===== config.mk =====
export PLATFORM = sky130hd
export DESIGN_NAME = intr_swap
export DESIGN_NICKNAME = d
export VERILOG_FILES = /design/src/rtl/intr_swap_pkg.sv /design/src/rtl/intr_lifo.sv /design/src/rtl/intr_arbiter.sv /design/src/rtl/intr_swap.sv
export SDC_FILE = /design/constraint.sdc
export NUM_CORES = 1
export LEC_CHECK = 0
export BUFFER_PORTS_ARGS = -buffer_cell sky130_fd_sc_hd__buf_2
export CAP_MARGIN = 25
export CORE_ASPECT_RATIO = 1.2
export CORE_MARGIN = 2
export CORE_UTILIZATION = 50
export DETAILED_ROUTE_END_ITERATION = 10
export PLACE_DENSITY_LB_ADDON = 0.1
export SLEW_MARGIN = 20
export SYNTH_ARGS = -nofsm -noshare
export SYNTH_HDL_FRONTEND = slang
export SYNTH_SLANG_ARGS = --single-unit

===== constraint.sdc =====
create_clock -name clk -period 7.4 [get_ports clk]
set_input_delay 0.37 -clock clk [delete_from_list [all_inputs] [get_ports clk]]
set_output_delay 0.37 -clock clk [all_outputs]
set_load 0.02 [all_outputs]

===== src/rtl/intr_swap_pkg.sv =====
`timescale 1ns/1ps
package intr_swap_pkg;
  typedef enum logic [2:0] {
    SEL_NONE, SEL_PGM, SEL_SVC, SEL_EXTQ, SEL_CLK, SEL_TMR, SEL_ERR
  } sel_e;

  typedef enum logic [3:0] {
    S_IDLE, S_CODE, S_AUX, S_CPU, S_OLDM, S_OLDA, S_RNM, S_RNA, S_LOAD
  } st_e;

  localparam logic [15:0] CODE_CLKCMP = 16'h1004;
  localparam logic [15:0] CODE_CPUTMR = 16'h1005;
  localparam logic [15:0] CPU_TAG     = 16'h0D00;
  localparam int          SLOT_STRIDE = 8;
  localparam int          ENTRY_W     = 48;
endpackage


===== src/rtl/intr_lifo.sv =====
`timescale 1ns/1ps
module intr_lifo #(
  parameter int DEPTH = 8,
  parameter int EW    = 48
) (
  input  logic          clk,
  input  logic          rst,
  input  logic          push,
  input  logic          pop,
  input  logic [EW-1:0] din,
  output logic [EW-1:0] top,
  output logic          nonempty,
  output logic          ovf
);
  localparam int IW = $clog2(DEPTH);
  localparam int CW = $clog2(DEPTH + 1);

  logic [EW-1:0] store [DEPTH];
  logic [CW-1:0] cnt;
  logic [IW-1:0] top_i;

  assign top_i    = IW'(cnt - CW'(1));
  assign top      = store[top_i];
  assign nonempty = (cnt != '0);

  always_ff @(posedge clk) begin
    if (push && cnt != CW'(DEPTH)) store[IW'(cnt)] <= din;
  end

  always_ff @(posedge clk) begin
    if (rst) begin
      cnt <= '0;
      ovf <= 1'b0;
    end else if (push) begin
      if (cnt == CW'(DEPTH)) ovf <= 1'b1;
      else                   cnt <= cnt + CW'(1);
    end else if (pop) begin
      cnt <= cnt - CW'(1);
    end
  end

  a_r7_pop_nonempty: assert property (@(posedge clk) disable iff (rst)
    pop |-> (nonempty && !ovf && !push));
endmodule


===== src/rtl/intr_arbiter.sv =====
`timescale 1ns/1ps
module intr_arbiter
  import intr_swap_pkg::*;
(
  input  logic ext_en,
  input  logic exc_pend,
  input  logic exc_is_svc,
  input  logic q_any,
  input  logic q_ovf,
  input  logic clk_f,
  input  logic tmr_f,
  output sel_e sel
);
  logic ext_ok;
  assign ext_ok = ext_en && !exc_pend;

  always_comb begin
    sel = SEL_NONE;
    if (ext_ok && q_any)      sel = q_ovf ? SEL_ERR : SEL_EXTQ;
    else if (ext_ok && clk_f) sel = SEL_CLK;
    else if (ext_ok && tmr_f) sel = SEL_TMR;
    else if (exc_pend)        sel = exc_is_svc ? SEL_SVC : SEL_PGM;
  end
endmodule


===== src/rtl/intr_swap.sv =====
`timescale 1ns/1ps
module intr_swap
  import intr_swap_pkg::*;
#(
  parameter int             W        = 32,
  parameter int             AW       = 8,
  parameter int             DEPTH    = 8,
  parameter logic [AW-1:0]  BASE     = 8'h40,
  parameter int             EXT_BIT  = 24,
  parameter int             WAIT_BIT = 17
) (
  input  logic          clk,
  input  logic          rst,
  input  logic          start,
  input  logic [W-1:0]  cur_mask,
  input  logic [W-1:0]  cur_addr,
  input  logic [1:0]    cur_cc,
  input  logic [15:0]   cpu_id,
  input  logic          exc_set,
  input  logic          exc_is_svc,
  input  logic [15:0]   exc_code,
  input  logic [15:0]   exc_ilc,
  input  logic          clkcmp_evt,
  input  logic          cputmr_evt,
  input  logic          ext_push,
  input  logic [15:0]   ext_code,
  input  logic [31:0]   ext_param,
  output logic          mem_we,
  output logic          mem_re,
  output logic [AW-1:0] mem_addr,
  output logic [W-1:0]  mem_wdata,
  input  logic [W-1:0]  mem_rdata,
  output logic          busy,
  output logic          psw_load,
  output logic [W-1:0]  new_mask,
  output logic [W-1:0]  new_addr,
  output logic [1:0]    new_cc,
  output logic          halted,
  output logic          err,
  output logic          irq
);
  st_e           state;
  sel_e          sel;
  logic          exc_pend_q, exc_svc_q, clk_f, tmr_f, is_ext_q;
  logic [15:0]   exc_code_q, exc_ilc_q;
  logic [1:0]    slot_q;
  logic [W-1:0]  code_w_q, aux_w_q, oldm_q, olda_q, nm_q, oldm_c;
  logic [2:0]    off;
  logic          idle, decide, q_push, q_pop, q_ne, q_ovf;
  logic [ENTRY_W-1:0] q_top;

  assign idle   = (state == S_IDLE);
  assign busy   = !idle;
  assign decide = idle && start;
  assign q_push = ext_push && idle && !start;
  assign q_pop  = decide && (sel == SEL_EXTQ);
  assign irq    = exc_pend_q | q_ne | q_ovf | clk_f | tmr_f;

  intr_lifo #(.DEPTH(DEPTH), .EW(ENTRY_W)) u_lifo (
    .clk(clk), .rst(rst), .push(q_push), .pop(q_pop),
    .din({ext_param, ext_code}), .top(q_top), .nonempty(q_ne), .ovf(q_ovf)
  );

  intr_arbiter u_arb (
    .ext_en(cur_mask[EXT_BIT]), .exc_pend(exc_pend_q), .exc_is_svc(exc_svc_q),
    .q_any(q_ne | q_ovf), .q_ovf(q_ovf), .clk_f(clk_f), .tmr_f(tmr_f), .sel(sel)
  );

  always_comb begin
    oldm_c        = cur_mask;
    oldm_c[13:12] = cur_cc;
  end

  // exception slot and timer flags
  always_ff @(posedge clk) begin
    if (rst) begin
      exc_pend_q <= 1'b0;
      exc_svc_q  <= 1'b0;
      exc_code_q <= '0;
      exc_ilc_q  <= '0;
      clk_f      <= 1'b0;
      tmr_f      <= 1'b0;
    end else begin
      if (exc_set && idle && !start) begin
        exc_pend_q <= 1'b1;
        exc_svc_q  <= exc_is_svc;
        exc_code_q <= exc_code;
        exc_ilc_q  <= exc_ilc;
      end else if (state == S_LOAD && !is_ext_q) begin
        exc_pend_q <= 1'b0;
      end
      if (clkcmp_evt)                  clk_f <= 1'b1;
      else if (decide && sel == SEL_CLK) clk_f <= 1'b0;
      if (cputmr_evt)                  tmr_f <= 1'b1;
      else if (decide && sel == SEL_TMR) tmr_f <= 1'b0;
    end
  end

  // swap sequencer
  always_ff @(posedge clk) begin
    if (rst) begin
      state    <= S_IDLE;
      slot_q   <= '0;
      is_ext_q <= 1'b0;
      code_w_q <= '0;
      aux_w_q  <= '0;
      oldm_q   <= '0;
      olda_q   <= '0;
      nm_q     <= '0;
      new_mask <= '0;
      new_addr <= '0;
      new_cc   <= '0;
      halted   <= 1'b0;
      err      <= 1'b0;
      psw_load <= 1'b0;
    end else begin
      psw_load <= 1'b0;
      case (state)
        S_IDLE: if (start) begin
          oldm_q  <= oldm_c;
          olda_q  <= cur_addr;
          aux_w_q <= '0;
          case (sel)
            SEL_PGM: begin
              slot_q <= 2'd0; is_ext_q <= 1'b0;
              code_w_q <= W'({exc_ilc_q, exc_code_q});
              state <= S_CODE;
            end
            SEL_SVC: begin
              slot_q <= 2'd1; is_ext_q <= 1'b0;
              code_w_q <= W'({exc_ilc_q, exc_code_q});
              olda_q <= cur_addr + W'(exc_ilc_q);
              state <= S_CODE;
            end
            SEL_EXTQ: begin
              slot_q <= 2'd2; is_ext_q <= 1'b1;
              code_w_q <= W'(q_top[15:0]);
              aux_w_q <= W'(q_top[ENTRY_W-1:16]);
              state <= S_CODE;
            end
            SEL_CLK: begin
              slot_q <= 2'd2; is_ext_q <= 1'b1;
              code_w_q <= W'(CODE_CLKCMP);
              state <= S_CODE;
            end
            SEL_TMR: begin
              slot_q <= 2'd2; is_ext_q <= 1'b1;
              code_w_q <= W'(CODE_CPUTMR);
              state <= S_CODE;
            end
            SEL_ERR:  err <= 1'b1;
            default:  ;
          endcase
        end
        S_CODE: state <= is_ext_q ? S_AUX : S_OLDM;
        S_AUX:  state <= S_CPU;
        S_CPU:  state <= S_OLDM;
        S_OLDM: state <= S_OLDA;
        S_OLDA: state <= S_RNM;
        S_RNM:  state <= S_RNA;
        S_RNA: begin
          nm_q  <= mem_rdata;
          state <= S_LOAD;
        end
        S_LOAD: begin
          new_mask <= nm_q;
          new_addr <= mem_rdata;
          new_cc   <= nm_q[13:12];
          halted   <= nm_q[WAIT_BIT];
          psw_load <= 1'b1;
          state    <= S_IDLE;
        end
        default: state <= S_IDLE;
      endcase
    end
  end

  // one memory access per state
  always_comb begin
    mem_we    = 1'b0;
    mem_re    = 1'b0;
    mem_wdata = '0;
    off       = 3'd0;
    case (state)
      S_CODE: begin mem_we = 1'b1; off = 3'd0; mem_wdata = code_w_q; end
      S_AUX:  begin mem_we = 1'b1; off = 3'd1; mem_wdata = aux_w_q; end
      S_CPU:  begin mem_we = 1'b1; off = 3'd6; mem_wdata = W'(cpu_id | CPU_TAG); end
      S_OLDM: begin mem_we = 1'b1; off = 3'd2; mem_wdata = oldm_q; end
      S_OLDA: begin mem_we = 1'b1; off = 3'd3; mem_wdata = olda_q; end
      S_RNM:  begin mem_re = 1'b1; off = 3'd4; end
      S_RNA:  begin mem_re = 1'b1; off = 3'd5; end
      default: ;
    endcase
    mem_addr = BASE + AW'(slot_q) * AW'(SLOT_STRIDE) + AW'(off);
  end

  a_r11_single_access: assert property (@(posedge clk) disable iff (rst)
    mem_we |-> !mem_re);
  a_r11_access_in_busy: assert property (@(posedge clk) disable iff (rst)
    (mem_we || mem_re) |-> busy);
  a_r11_busy_ends_at_load: assert property (@(posedge clk) disable iff (rst)
    $fell(busy) |-> psw_load);
  a_r3_cc_of_loaded: assert property (@(posedge clk) disable iff (rst)
    psw_load |-> (new_cc == new_mask[13:12]));
  a_r4_halt_of_loaded: assert property (@(posedge clk) disable iff (rst)
    psw_load |-> (halted == new_mask[WAIT_BIT]));
  a_r5_ext_gated: assert property (@(posedge clk) disable iff (rst)
    (decide && (sel == SEL_EXTQ || sel == SEL_CLK || sel == SEL_TMR))
      |-> (cur_mask[EXT_BIT] && !exc_pend_q));
  a_r10_err_no_swap: assert property (@(posedge clk) disable iff (rst)
    $rose(err) |-> !busy);
endmodule


== Yosys cells after proc, flatten, opt, wreduce, memory -nomap -nowiden ==
Memory sizes are Yosys's and may differ from the RTL's.
Index checks and enable logic that the tools add are counted.

* Reduce and logical (&&, ||, !) cells: 40
* $add $sub $neg: 5
* Shift-type cells: 0
* Bitwise gates (word level): 5
* Magnitude comparators: 0
* Equal/unequal tests: 19
* Multipliers: 0
* Div/mod/pow operators: 0
* Mux-type cells: 31

{| class="wikitable"
|+ Operators by type and width
! cell !! number
|-
| one-hot mux 32 bit (5 select lines) || 1
|-
| one-hot mux 32 bit (4 select lines) || 1
|-
| two-way mux 32 bit || 2
|-
| adder 32 x 16 -> 32 bit || 1
|-
| one-hot mux 4 bit (8 select lines) || 1
|-
| two-way mux 4 bit || 5
|-
| two-way mux 3 bit || 6
|-
| one-hot mux 3 bit (6 select lines) || 1
|-
| equality test 4 x 3 -> 1 bit, second input constant || 4
|-
| logical AND 1 bit || 14
|-
| AND reduction 3 bit || 4
|-
| two-way mux 1 bit || 11
|-
| nonzero test 2 bit || 5
|-
| OR reduction 5 bit || 2
|-
| equality test 3 bit, second input constant || 3
|-
| adder 7 x 5 -> 8 bit, first input constant || 1
|-
| adder 8 x 3 -> 8 bit || 1
|-
| equality test 4 x 2 -> 1 bit, second input constant || 2
|-
| equality test 4 bit, second input constant || 2
|-
| AND reduction 2 bit || 4
|-
| nonzero test 4 bit || 2
|-
| equality test 3 x 2 -> 1 bit, second input constant || 2
|-
| != test 2 bit, second input constant || 3
|-
| one-hot mux 2 bit (3 select lines) || 1
|-
| 13 further kinds || 21
|}

* Memories: 1
* Bits of input ports: 202
* Bits in writable memories: 384
* Latch bits: 0
* Register bits: 277
* ROM bits: 0

{| class="wikitable"
|+ Memories
! name !! words !! width !! rd ports !! clocked after memory_dff !! wr ports !! line !! text
|-
| u_lifo.store || 8 || 48 || 1 || 0 || 1 || intr_lifo.sv:18 || <nowiki>logic [EW-1:0] store [DEPTH];</nowiki>
|}

== Logic depth before layout (Yosys ltp) ==
Gate-level depths: netlist of run 1.

* Depth after elaboration: 11
* Mapped depth: 13
* Depth with buffers taken out: 9

== By module ==
Synthesis of run 1 repeated with hierarchy kept, for this count alone.

* Cell total of the unflattened synthesis: 2193
* Area total of the unflattened synthesis: 26848.2 um2

{| class="wikitable"
|+ By module, submodules not included
! module !! cells an instance !! area an instance (um2) !! times used
|-
| intr_lifo || 604 || 14774.2 || 1
|-
| intr_swap || 1580 || 12004.0 || 1
|-
| intr_arbiter || 9 || 70.1 || 1
|}

== Worst setup path after synthesis of run 1 ==
Ideal clock, no wire load.

* Path type: register to register
* From: register u_lifo.cnt[0]
* To: memory u_lifo.store[0][0], enable pin
* Data required time: 6887 ps
* Path slack: 1973 ps
* Data arrival time: 4914 ps
* Setup time: 513 ps
* Stages on the path, launching flop included: 9
* Cell sequence: dfxtp_1 > clkbuf_1 > buf_2 > buf_1 > inv_1 > ha_1 > nand2_1 > nand4b_1 > nor3_1

* Cells in the longest elaborated chain, start to end: 4

{| class="wikitable"
|+ RTL lines
! what !! line !! text
|-
| from (decl) || intr_lifo.sv:19 || <nowiki>logic [CW-1:0] cnt;</nowiki>
|-
| from (signal assigned) || intr_lifo.sv:36 || <nowiki>else cnt <= cnt + CW'(1);</nowiki>
|-
| from (signal assigned) || intr_lifo.sv:38 || <nowiki>cnt <= cnt - CW'(1);</nowiki>
|-
| != test 4 bit || intr_lifo.sv:27 || <nowiki>if (push && cnt != CW'(DEPTH)) store[IW'(cnt)] <= din;</nowiki>
|-
| logical AND 1 bit || intr_lifo.sv:27 ||
|-
| two-way mux 1 bit || intr_lifo.sv:27 ||
|-
| two-way mux 1 bit (not written as such) || intr_lifo.sv:27 ||
|-
| to (decl) || intr_lifo.sv:18 ||
|}

Several ways; a longest one is shown, not always the timed one.

== Worst setup path after layout of run 1 ==
* From: register state[1]
* To: memory u_lifo.store[3][35], enable pin

* Cells in the longest elaborated chain, start to end: 6

{| class="wikitable"
|+ RTL lines
! what !! line !! text
|-
| from (decl) || intr_swap.sv:42 || <nowiki>st_e state;</nowiki>
|-
| from (signal assigned) || intr_swap.sv:155 || <nowiki>S_CODE: state <= is_ext_q ? S_AUX : S_OLDM;</nowiki>
|-
| logical NOT 4 bit || intr_swap.sv:52 || <nowiki>assign idle = (state == S_IDLE);</nowiki>
|-
| logical AND 1 bit (2 in series) || intr_swap.sv:55 || <nowiki>assign q_push = ext_push && idle && !start;</nowiki>
|-
| logical AND 1 bit || intr_lifo.sv:27 ||
|-
| two-way mux 1 bit || intr_lifo.sv:27 ||
|-
| two-way mux 1 bit (not written as such) || intr_lifo.sv:27 ||
|}

Every way passes these cells.

==> results of run 1 <==
## power groups by stage
stage	Sequential [W]	Clock [W]	Combinational, W
after detailed placement	0.00425	0	0.00156
after global routing	0.00419	0.00348	0.00172
after global placement	0.00425	0	0.00154
after floorplan	0.00417	0	0.00111
after CTS	0.00418	0.00334	0.00159
final	0.00417	0.00327	0.00157
## cells by family (layout without fill, tap and decap cells)
kind of cell               count (synthesis)  count (layout)  share of synthesized area, %
and+or+nand+nor                          747             747                         11.62
DFF                                      658             658                         64.74
AOI/OAI and AO/OA                        445             445                         10.21
buffers and inverters                    167             505                         2.694
muxes                                    110             110                         8.763
xor gates and xnor gates                  29              29                        0.9663
adders and majority gates                 20              20                        0.9806
other                                      2               7                       0.02857
## worst reg2reg max path, stage by stage, from the launching register on
cell and delay, ns:
dfxtp_1 0.30, buf_4 0.25, nor4_2 0.45, inv_2 0.09, nor2_1 0.44, nand4b_1 0.47
nor2_4 0.66, buf_4 0.61
## metrics by stage
stage,cell area [µm²],utilization (%),hold slack (ns),cells
global route,30980,59.28,0.02455,3223
finish,30990,59.30,0.02749,3226
detailed placement,28420,54.38,0.4423,3065
global placement,28390,54.32,0.4345,3064
floorplan,26290,-,0.4318,2179
CTS,30970,59.27,0.0008883,3221
## cells in the final DEF (no fill, tap or decap), types with 6 or more instances in the layout
master,Yosys,routed
and3_1,7,7
a21oi_1,274,274
nor2_1,143,137
buf_2,20,305
xnor2_1,8,7
a211oi_1,39,39
a221o_1,16,16
mux2i_1,13,13
clkbuf_1,116,10
clkbuf_8,0,6
clkbuf_16,0,69
nand3_1,10,10
nand2_1,519,517
a222oi_1,16,16
dlygate4sd3_1,0,46
edfxtp_1,384,384
nand4_1,8,8
inv_1,9,9
o21ai_0,42,42
nor3_1,17,14
buf_4,7,32
a311oi_1,8,8
ha_1,19,18
a32oi_1,17,17
dfxtp_1,274,273
mux4_2,96,96
nor2_4,0,6
xor2_1,21,20
nor3_2,11,14
clkinv_2,0,13
## worst paths after layout
| kind | cells past startpoint | endpoint |
|---|---|---|
| worst max register to register | 7 | u_lifo.store[3][35] |
| worst max-delay path | 7 | u_lifo.store[3][35] |
| worst min-delay path | 3 | exc_ilc_q[5] |
| worst min register to register | 2 | new_mask[0] |
## per-layer routing
| layer | vias up | GRT usage (%) | part of all wire (%) |
|---|---|---|---|
| met5 | - | 0 | 0.19 |
| met4 | 24 | 10.16 | 3.0 |
| met3 | 130 | 5.080 | 6.9 |
| met2 | 597 | 41.80 | 48 |
| met1 | 8993 | 34.43 | 42 |
| li1 | 8522 | - | - |
## cell type report
| class | instances | area, µm² |
|---|---|---|
| inverter | 10 | 37.54 |
| antenna | 4 | 10.01 |
| sequential | 658 | 17020 |
| timing repair buffer | 385 | 2268 |
| clock buffer | 84 | 1833 |
| fill | 4344 | 21270 |
| multi-input combinational | 1354 | 8678 |
| clock inverter | 26 | 260.3 |
| tap | 705 | 882.1 |
## sequential cells by signal, summed over array words and instances (netlist names), 2 cells and up
name          count
u_lifo.store    384
aux_w_q          32
code_w_q         32
new_addr         32
new_mask         32
nm_q             32
olda_q           32
oldm_q           32
exc_code_q       16
exc_ilc_q        16
state             4
u_lifo.cnt        4
slot_q            2
==> out/results.tsv, run 1 <==
stage	metric	value	unit
hold_path	hp-class	in -> reg	
layout	nNetsFinal	2697	
synth	yosysMostFrequentCell	nand2_1	
sta	drv_slew	0	
route	drc	0	
synth	synth_area_leaders	edfxtp_1 44%, dfxtp_1 21%, mux4_2 8.2%, nand2_1 7.4%, a21oi_1 5.2%	
setup_path	crit_path_start	state[1]	
route	antenna_left	0	
clock_tree	post_cts_buffers	0	
global_route	gr-total-overflow	0	
clock_tree	cts_tree	done	
power_and_ir_drop	power_frac_clock	36.3	%
clock_tree	clkLatencyLatePin	0.60	ns
sta	tns	0	ns
sta	timing.fmax	272.1	MHz
die	core-area	52260	µm²
hold_path	holdCritStartpoint	exc_ilc[5]	
setup_path	rrSetupSlack	3.72	ns
sta	grt_setup_unrepaired	no	
sta	final_hold_viol_count	0	
synth	synth_warnings	0	
power_and_ir_drop	p_seq_share	46.3	%
synth	synth_cell_types	65	
route	via_per_inst	5.662	
power_and_ir_drop	power.density	291.0	nW/µm²
synth	yosysSeqAreaShare	64.74	%
die	ios	315	
clock_tree	postCtsHoldBufs	46	
clock_tree	clk_pin_slew	0.06	ns
synth	async_flop_share	0	%
sta	tightest_slew	1.069	ns
power_and_ir_drop	combPwrFrac	17.4	%
die	die-area	54430	µm²
global_route	grt_pass1_wl	104.8	mm
sta	setup_violations	0	
die	initial_core_util	50.30	%
setup_path	critical-path-top-delay-family	simple AND/OR/NAND/NOR gates	
power_and_ir_drop	leakage	11.05	nW
synth	syn_inst	2178	
die	rows	92	
place	io_buffers	306	
clock_tree	root_buffer	clkbuf_16	
route	drt-initial-drc-count	1779	
setup_path	critPathLaunchType	register	
sta	timing.final.crit_period	3.675	ns
route	vias	18270	
setup_path	critPathMostFrequentCell	buf_4	
setup_path	r2r-start	state[1]	
power_and_ir_drop	peakVddDrop	0.1713	mV
die	chipHeight	255.2	µm
setup_path	crit_slowest_cell	nor2_4	
job	drv_cap	0	
die	die_w	213.3	µm
place	pre_cts_ws	3.711	ns
setup_path	cp-end-kind	register	
synth	synth_flop_cell	edfxtp_1	
synth	ys_ff_latch	658	
setup_path	path_cells	buf_4 > nor4_2 > inv_2 > nor2_1 > nand4b_1 > nor2_4 > buf_4	
clock_tree	cts_resized	0	
synth	synth_top_area_share	43.87	%
place	gp_congestion	0.8920	
sta	slew-limit-headroom	28.71	%
synth	synth_top_cells_by_count	519 x nand2_1, 384 x edfxtp_1, 274 x a21oi_1, 274 x dfxtp_1, 143 x nor2_1	
synth	synth_top_area_cell	edfxtp_1	
route	wirelength	71.15	mm
clock_tree	cts_sinks	658	
setup_path	critPathBufInv	3	
route	dr.pass1.iters	8	
sta	setup_ws	3.725	ns
global_route	track_usage	25.80	%
setup_path	path_max_fanout	32	
global_route	first_global_vias	17330	
power_and_ir_drop	switchingPower	0.002434	W
clock_tree	cts-buffers-inserted	66	
outcome	status	complete, no violations	
layout	drive_above_1_share	22.53	%
power_and_ir_drop	finalPower	0.009018	W
synth	syn-cell-area	26290	µm²
route	post_drt_wl_per_cell	22.05	µm
synth	syn_avg_cell_area	12.07	µm²
global_route	grt_start_max_net_pins	116	
clock_tree	clockBufferDepth	3	
setup_path	max_stage_delay	0.66	ns
sta	finClkSkew	0.01741	ns
setup_path	crit_required	7.62	ns
synth	synth_edf_count	384	
setup_path	cp.arrival	3.90	ns
setup_path	critPathKind	reg -> reg	
power_and_ir_drop	p_sw_share	26.99	%
global_route	antenna_found_initial	13	
place	post-dp-hpwl	45.22	mm
sta	post-route-period-util	49.67	%
layout	syn_to_final_growth	17.90	%
power_and_ir_drop	p_int	0.006583	W
clock_tree	htree_levels	3	
Note: power is estimated with default switching activity, not from simulation.
==> run 2, diff against run 1 <==
ABC_AREA = 1   (was default)
clock period = 3.07 ns   (was 7.4 ns; I/O delays follow)
==> run 2 against run 1 <==
  * Sequential power rose to 2.6 times the previous value
  * Final cell count up 27%
  * Clock-buffer cell count up 5
==> out/results.tsv, run 2 <==
stage	metric	value	unit	change
clock_tree	root_buffer	clkbuf_16		unchanged
sta	finClkSkew	0.02435	ns	was 0.01741 ns
setup_path	critPathKind	reg -> out		was reg -> reg
route	drc	0		unchanged
global_route	grt_pass1_wl	122.3	mm	was 104.8 mm
synth	syn-cell-area	27830	µm²	was 26290 µm²
layout	layout_common_cells	615 x nand2_1, 384 x edfxtp_1, 382 x nor2_1		was 517 x nand2_1, 384 x edfxtp_1, 305 x buf_2
sta	timing.final.crit_period	2.943	ns	
global_route	gr-total-overflow	0		unchanged
setup_path	path_max_fanout	15		was 32
route	vias	22440		was 18270
synth	synth_warnings	0		unchanged
global_route	first_global_vias	21320		was 17330
sta	final_hold_viol_count	0		unchanged
synth	syn_inst	2876		was 2178
place	post-dp-hpwl	51.92	mm	was 45.22 mm
global_route	met1_usage	37.38	%	was 34.43%
global_route	grt_start_max_net_pins	193		was 116
die	core-area	54930	µm²	was 52260 µm²
layout	n_fill_cell	4518		was 4344
setup_path	cp.arrival	2.79	ns	was 3.90 ns
place	pre_cts_ws	0.5520	ns	was 3.711 ns
power_and_ir_drop	p_sw_share	36.97	%	was 26.99%
power_and_ir_drop	p_seq_share	37.1	%	was 46.3%
hold_path	hp-class	in -> reg		unchanged
synth	synth_top_area_share	41.43	%	was 43.87%
layout	drive_above_1_share	17.58	%	was 22.53%
synth	yosysMostFrequentCell	nand2_1		unchanged
power_and_ir_drop	leakage	13.78	nW	was 11.05 nW
sta	grt_setup_unrepaired	no		unchanged
sta	setup_ws	0.1275	ns	was 3.725 ns
layout	syn_to_final_growth	22.60	%	was 17.90%
die	rows	94		was 92
sta	timing.fmax	339.8	MHz	
die	die-area	57580	µm²	was 54430 µm²
clock_tree	clkLatencyLatePin	0.60	ns	about the same
synth	yosysSeqAreaShare	61.13	%	was 64.74%
route	antenna_left	0		unchanged
power_and_ir_drop	p_int	0.01844	W	was 0.006583 W
sta	tightest_slew	1.052	ns	was 1.069 ns
sta	slew-limit-headroom	29.85	%	was 28.71%
synth	synth_top_area_cell	edfxtp_1		unchanged
route	via_per_inst	5.494		was 5.662
setup_path	cp-end-kind	output port		was register
place	dp_cells	3784		was 3065
power_and_ir_drop	power.density	857.5	nW/µm²	was 291.0 nW/µm²
route	wirelength	81.56	mm	was 71.15 mm
place	io_buffers	306		unchanged
layout	largest_reg_flops	384		unchanged
layout	final_common_cell	nand2_1		unchanged
sta	drv_slew	0		unchanged
route	post_drt_wl_per_cell	19.97	µm	was 22.05 µm
sta	setup_violations	0		unchanged
die	chipHeight	262.5	µm	was 255.2 µm
clock_tree	htree_levels	3		unchanged
route	drt-initial-drc-count	1905		was 1779
outcome	status	complete, no violations		unchanged
setup_path	critPathLaunchType	register		unchanged
synth	synth_cell_types	57		was 65
synth	synth_flop_cell	edfxtp_1		unchanged
sta	whs	0.01498	ns	was 0.02749 ns
power_and_ir_drop	switchingPower	0.01082	W	was 0.002434 W
synth	ys_ff_latch	658		unchanged
global_route	grt_use_met3	3.773	%	was 5.080%
layout	regMostFlops	u_lifo.store		unchanged
synth	syn_avg_cell_area	9.678	µm²	was 12.07 µm²
power_and_ir_drop	combPwrFrac	34.5	%	was 17.4%
clock_tree	cts_sinks	658		unchanged
clock_tree	clk_pin_slew	0.06	ns	about the same
layout	nNetsFinal	3528		was 2697
clock_tree	cts-buffers-inserted	68		was 66
global_route	antenna_found_initial	7		was 13
global_route	track_usage	27.67	%	was 25.80%
layout	finalNonFillerCells	4084		was 3226
sta	post-route-period-util	95.85	%	
synth	synth_area_leaders	edfxtp_1 41%, dfxtp_1 20%, nand2_1 8.3%, nor2_1 5.2%, a21oi_1 3.6%		was edfxtp_1 44%, dfxtp_1 21%, mux4_2 8.2%, nand2_1 7.4%, a21oi_1 5.2%
power_and_ir_drop	power_frac_clock	28.4	%	was 36.3%
clock_tree	clockBufferDepth	3		unchanged
clock_tree	cts_tree	done		unchanged
die	initial_core_util	50.68	%	was 50.30%
place	gp_congestion	0.9334		was 0.8920
power_and_ir_drop	peakVddDrop	0.6424	mV	was 0.1713 mV
synth	synth_top_cells_by_count	618 x nand2_1, 386 x nor2_1, 384 x edfxtp_1		was 519 x nand2_1, 384 x edfxtp_1, 274 x a21oi_1, 274 x dfxtp_1, 143 x nor2_1
layout	final_util	62.13	%	was 59.30%
global_route	top_usage_layer	met2		unchanged
synth	async_flop_share	0	%	unchanged
route	dr.pass1.iters	6		was 8
setup_path	crit_required	2.92	ns	was 7.62 ns
die	ios	315		unchanged
job	drv_cap	0		unchanged
synth	synth_edf_count	384		unchanged
die	die_w	219.4	µm	was 213.3 µm
global_route	use_met2	44.97	%	was 41.80%
==> run 2: changes by cell type in the layout (fill, tap and decap cells not counted), moves of 96 or more <==
cell           previous run  this run
dlygate4sd3_1            46       172
o21ai_0                  42       196
nand3_1                  10       166
nor2_1                  137       382
inv_1                     9       157
nand2_1                 517       615
mux4_2                   96         0
==> run 2: layer usage <==
metal | vias to the layer above | share of wire [%]
met5 | - | 0.016
met4 | 2 | 3.6
met3 | 137 | 6.3
met2 | 790 | 47
met1 | 10780 | 43
li1 | 10730 | -
==> run 2: logic make-up (layout without fill, tap and decap cells) <==
family                     after synthesis  in the layout  share of synthesized area, %
AOI/OAI and AO/OA                      621            621                         14.34
adders and majority gates               20             20                        0.9260
xor gates and xnor gates                 9              9                        0.3506
DFF                                    658            658                         61.13
buffers and inverters                  358            837                         5.632
and+or+nand+nor                       1208           1208                         17.59
other                                    2             11                       0.02698
==> run 2: repair_timing <==
| item | 4_1_cts | 5_1_grt |
|---|---|---|
| hold buffers | 172 | 0 |
| resized for setup | 0 | 2 |
| hold endpoints to repair | 539 | 0 |
| setup endpoints to repair | 0 | 7 |
| setup buffers | 0 | 0 |
==> run 2: stage by stage <==
step | power, W | setup TNS, ns | instance area (µm²)
after floorplan | 0.01786 | -0.02361 | 27930
after global placement | 0.02064 | 0 | 30110
after detailed placement | 0.02089 | 0 | 30140
after CTS | 0.02941 | 0 | 34100
after global routing | 0.03079 | 0 | 34120
final | 0.02926 | 0 | 34130
==> run 2: final timing paths <==
path / cells past startpoint / slack, ns / end / startpoint
max: 7 / 0.13 / mem_wdata[23] / state[0]
max reg2reg: 10 / 0.53 / u_lifo.store[2][17] / state[0]
min: 3 / 0.01 / exc_code_q[12] / exc_code[12]
min reg2reg: 2 / 0.45 / oldm_q[9] / oldm_q[9]
==> run 2: cell type report <==
class                      count  area (µm²)  area share, %
sequential                   658       17020          49.88
multi-input combinational   1861        9361          27.43
timing repair buffer         541        3899          11.42
clock buffer                  89        1928          5.650
tap                          720       900.9          2.640
inverter                     176       681.9          1.998
clock inverter                31       314.1         0.9203
antenna                        8       20.02        0.05866
==> run 2: worst max-delay path, stage by stage, from the launching register on <==
cell        delay (ns)
dfxtp_1           0.38
inv_1             0.09
nor2_1            0.05
nand2_1           0.39
clkinvlp_4        0.47
a221oi_1          0.39
o21ai_0           0.21
buf_2             0.21
==> run 2: power by group through the flow <==
| stage | Sequential (W) | Combinational, W | Clock (W) |
|---|---|---|---|
| final | 0.0109 | 0.0101 | 0.00832 |
| after global placement | 0.0110 | 0.00964 | 0 |
| after CTS | 0.0108 | 0.0101 | 0.00847 |
| after global routing | 0.0109 | 0.0111 | 0.00878 |
| after detailed placement | 0.0110 | 0.00987 | 0 |
| after floorplan | 0.0108 | 0.00704 | 0 |
==> run 3, diff against run 2 <==
REMOVE_ABC_BUFFERS = 1   (was default)
SYNTH_HIERARCHICAL = 1   (was default)
==> run 3 against run 2 <==
  * Setup slack got worse by 0.041 ns
  * Global-route usage barely moved
  * Non-clock buffer count increased by 4
  * Largest cell class unchanged
  * Maximum frequency is 1.4% lower
  * Critical path depth is 2 higher
  * Critical path type unchanged
  * Power decreased by 8.5%
  * Clock power down 4.9%
==> out/results.tsv, run 3 <==
stage	metric	value	unit	change
place	io_buffers	306		unchanged
setup_path	cp.arrival	2.83	ns	was 2.79 ns
clock_tree	clockBufferDepth	3		unchanged
sta	tightest_slew	1.013	ns	was 1.052 ns
synth	syn-cell-area	28050	µm²	was 27830 µm²
clock_tree	clk_pin_slew	0.06	ns	about the same
setup_path	cp-end-kind	output port		unchanged
route	vias	23180		was 22440
setup_path	crit_required	2.92	ns	about the same
route	post_drt_wl_per_cell	18.82	µm	was 19.97 µm
setup_path	r2r-start	u_lifo/cnt[0]		was state[0]
power_and_ir_drop	switchingPower	0.009558	W	was 0.01082 W
synth	ys_ff_latch	658		unchanged
die	die_w	220.2	µm	was 219.4 µm
setup_path	rrSetupSlack	0.24	ns	was 0.53 ns
die	rows	95		was 94
route	via_per_inst	5.381		was 5.494
layout	largest_reg_flops	384		unchanged
clock_tree	clkLatencyLatePin	0.61	ns	was 0.60 ns
power_and_ir_drop	combPwrFrac	31.3	%	was 34.5%
hold_path	hp-class	in -> reg		unchanged
clock_tree	root_buffer	clkbuf_16		unchanged
job	drv_cap	0		unchanged
place	post-dp-hpwl	50.36	mm	was 51.92 mm
layout	finalNonFillerCells	4307		was 4084
power_and_ir_drop	leakage	13.66	nW	was 13.78 nW
global_route	grt_start_max_net_pins	199		was 193
clock_tree	cts_sinks	658		unchanged
synth	synth_xor_area_share	0.09366	%	was 0.3506%
die	die-area	58030	µm²	was 57580 µm²
sta	timing.final.crit_period	2.983	ns	was 2.943 ns
synth	synth_top_cells_by_count	672 x nor2_1, 499 x nand2_1, 384 x edfxtp_1		was 618 x nand2_1, 386 x nor2_1, 384 x edfxtp_1
die	ios	315		unchanged
sta	drv_slew	0		unchanged
hold_path	hold_path_depth	5		was 3
power_and_ir_drop	power_frac_clock	29.5	%	was 28.4%
power_and_ir_drop	p_sw_share	35.69	%	was 36.97%
synth	synth_flop_cell	edfxtp_1		unchanged
place	dp_cells	3998		was 3784
setup_path	path_max_fanout	26		was 15
synth	async_flop_share	0	%	unchanged
global_route	antenna_found_initial	3		was 7
power_and_ir_drop	peakVddDrop	0.5606	mV	was 0.6424 mV
sta	grt_setup_unrepaired	no		unchanged
setup_path	rr_endpoint	olda_q[4]		was u_lifo.store[2][17]
route	drt-initial-drc-count	2050		was 1905
synth	synth-compound-area-share	13.40	%	was 14.34%
route	dr.pass1.iters	5		was 6
place	gp_congestion	0.9294		was 0.9334
global_route	first_global_vias	21630		was 21320
synth	synth_top_area_cell	edfxtp_1		unchanged
synth	yosysMostFrequentCell	nor2_1		was nand2_1
synth	synthMuxAreaShare	0	%	unchanged
layout	drive_above_1_share	14.45	%	was 17.58%
clock_tree	cts_tree	done		unchanged
setup_path	critPathLaunchType	register		unchanged
place	pre_cts_ws	0.4148	ns	was 0.5520 ns
route	wirelength	81.07	mm	was 81.56 mm
power_and_ir_drop	power.density	783.8	nW/µm²	was 857.5 nW/µm²
synth	syn_inst	3093		was 2876
layout	regMostFlops	u_lifo/store		was u_lifo.store
layout	final_common_cell	nor2_1		was nand2_1
synth	synth_top_area_share	41.10	%	was 41.43%
die	core-area	55750	µm²	was 54930 µm²
synth	synth_fa_ha_area_share	0.9188	%	was 0.9260%
synth	synthSimpleGateAreaFrac	18.45	%	was 17.59%
global_route	met1_usage	37.63	%	was 37.38%
setup_path	path_cells	inv_1 > nor2_1 > nand2_2 > inv_4 > nand2_1 > o21ai_0 > a221oi_1 > nand2_1 > buf_2		was inv_1 > nor2_1 > nand2_1 > clkinvlp_4 > a221oi_1 > o21ai_0 > buf_2
layout	layout_common_cells	669 x nor2_1, 498 x nand2_1, 384 x edfxtp_1		was 615 x nand2_1, 384 x edfxtp_1, 382 x nor2_1
synth	syn_avg_cell_area	9.070	µm²	was 9.678 µm²
synth	synth_top_family_by_area	simple AND/OR/NAND/NOR gates		unchanged
sta	timing.fmax	335.2	MHz	was 339.8 MHz
global_route	grt_use_met3	4.136	%	was 3.773%
sta	setup_violations	0		unchanged
route	antenna_left	0		unchanged
die	initial_core_util	50.32	%	was 50.68%
clock_tree	htree_levels	3		unchanged
synth	yosysSeqAreaShare	60.66	%	was 61.13%
setup_path	crit_slowest_cell	a221oi_1		was clkinvlp_4
global_route	track_usage	27.66	%	was 27.67%
sta	whs	0.04878	ns	was 0.01498 ns
setup_path	max_stage_delay	0.49	ns	was 0.47 ns
power_and_ir_drop	p_int	0.01722	W	was 0.01844 W
power_and_ir_drop	p_seq_share	39.1	%	was 37.1%
synth	synth_warnings	6		was 0
layout	final_util	61.29	%	was 62.13%
die	chipHeight	263.5	µm	was 262.5 µm
global_route	gr-total-overflow	0		unchanged
sta	final_hold_viol_count	0		unchanged
global_route	top_usage_layer	met2		unchanged
sta	slew-limit-headroom	32.48	%	was 29.85%
setup_path	critPathKind	reg -> out		unchanged
layout	syn_to_final_growth	21.79	%	was 22.60%
hold_path	holdCritStartpoint	cur_addr[23]		was exc_code[12]
setup_path	critPathMostFrequentCell	nand2_1		
outcome	status	complete, no violations		unchanged
global_route	grt_pass1_wl	122.6	mm	was 122.3 mm
setup_path	r2r_cells	19		was 10
hold_path	min_to	olda_q[23]		was exc_code_q[12]
sta	finClkSkew	0.02078	ns	was 0.02435 ns
sta	post-route-period-util	97.17	%	was 95.85%
sta	setup_ws	0.08690	ns	was 0.1275 ns
synth	synth_cell_types	52		was 57
global_route	use_met2	44.55	%	was 44.97%
layout	nNetsFinal	3745		was 3528
clock_tree	cts-buffers-inserted	67		was 68
synth	synth_edf_count	384		unchanged
route	drc	0		unchanged
synth	synth_area_leaders	edfxtp_1 41%, dfxtp_1 20%, nor2_1 9.0%, nand2_1 6.7%, o21ai_0 6.7%		was edfxtp_1 41%, dfxtp_1 20%, nand2_1 8.3%, nor2_1 5.2%, a21oi_1 3.6%
## run 3: logic make-up (layout without fill, tap and decap cells)
| kind of cell | after synthesis | count (layout) |
|---|---|---|
| compound gates | 710 | 710 |
| xor+xnor | 3 | 3 |
| fa+ha+maj | 20 | 20 |
| buf+inv | 399 | 882 |
| flops | 658 | 658 |
| other cells | 2 | 6 |
| simple gates | 1301 | 1301 |
## run 3: through the flow
step | total power [W] | TNS, ns | cell area [µm²]
after global routing | 0.02823 | 0 | 34160
final | 0.02678 | 0 | 34170
after CTS | 0.02686 | 0 | 34130
after global placement | 0.01865 | 0 | 30180
after detailed placement | 0.01877 | 0 | 30180
after floorplan | 0.01566 | -2743.06 | 27060
## run 3: area by class of cell
type / count / area (µm²)
well taps: 727 / 909.6
multi-input cells: 2037 / 9288
fillers: 4719 / 21580
clock buffers: 99 / 1962
clock inverters: 24 / 175.2
flip-flops and latches: 658 / 17020
diodes: 3 / 7.507
repair buffers: 545 / 3985
inverters: 214 / 817.0
## run 3: worst max-delay path: cells and delay by family (launching register included)
| kind | cells | cell delay, ns |
|---|---|---|
| flops | 1 | 0.44 |
| simple gates | 4 | 0.66 |
| buf+inv | 3 | 0.49 |
| compound gates | 2 | 0.63 |
## run 3: per-layer routing
layer / part of all wire [%] / vias to the layer above
li1: - / 11180
met4: 3.4 / 0
met2: 47 / 837
met5: 0 / -
met1: 43 / 11030
met3: 7.0 / 126
## run 3: how the worst max path moves through the flow
stage	cells past startpoint	slack, ns	from	endpoint
global placement	15	0.45	u_lifo/cnt[2]	code_w_q[4]
CTS	7	0.05	state[0]	mem_wdata[2]
detailed placement	15	0.41	u_lifo/cnt[2]	code_w_q[9]
floorplan	5	-7.86	u_lifo/cnt[0]	u_lifo/store[0][0]
finish	9	0.09	state[0]	mem_wdata[15]
global route	7	0.008	state[0]	mem_wdata[11]
## run 3: what timing repair did
item	CTS	global route
buffers inserted	0	2
resized for setup	1	5
hold buffers	181	0
hold endpoints to repair	565	0
pin swaps	0	1
endpoints found under the setup margin	3	5
## run 3: power groups by stage
| stage | logic (W) | clock network [W] | registers (W) |
|---|---|---|---|
| floorplan | 0.00495 | 0 | 0.0107 |
| global placement | 0.00801 | 0 | 0.0106 |
| detailed placement | 0.00811 | 0 | 0.0107 |
| CTS | 0.00834 | 0.00805 | 0.0105 |
| global route | 0.00928 | 0.00841 | 0.0105 |
| finish | 0.00839 | 0.00791 | 0.0105 |
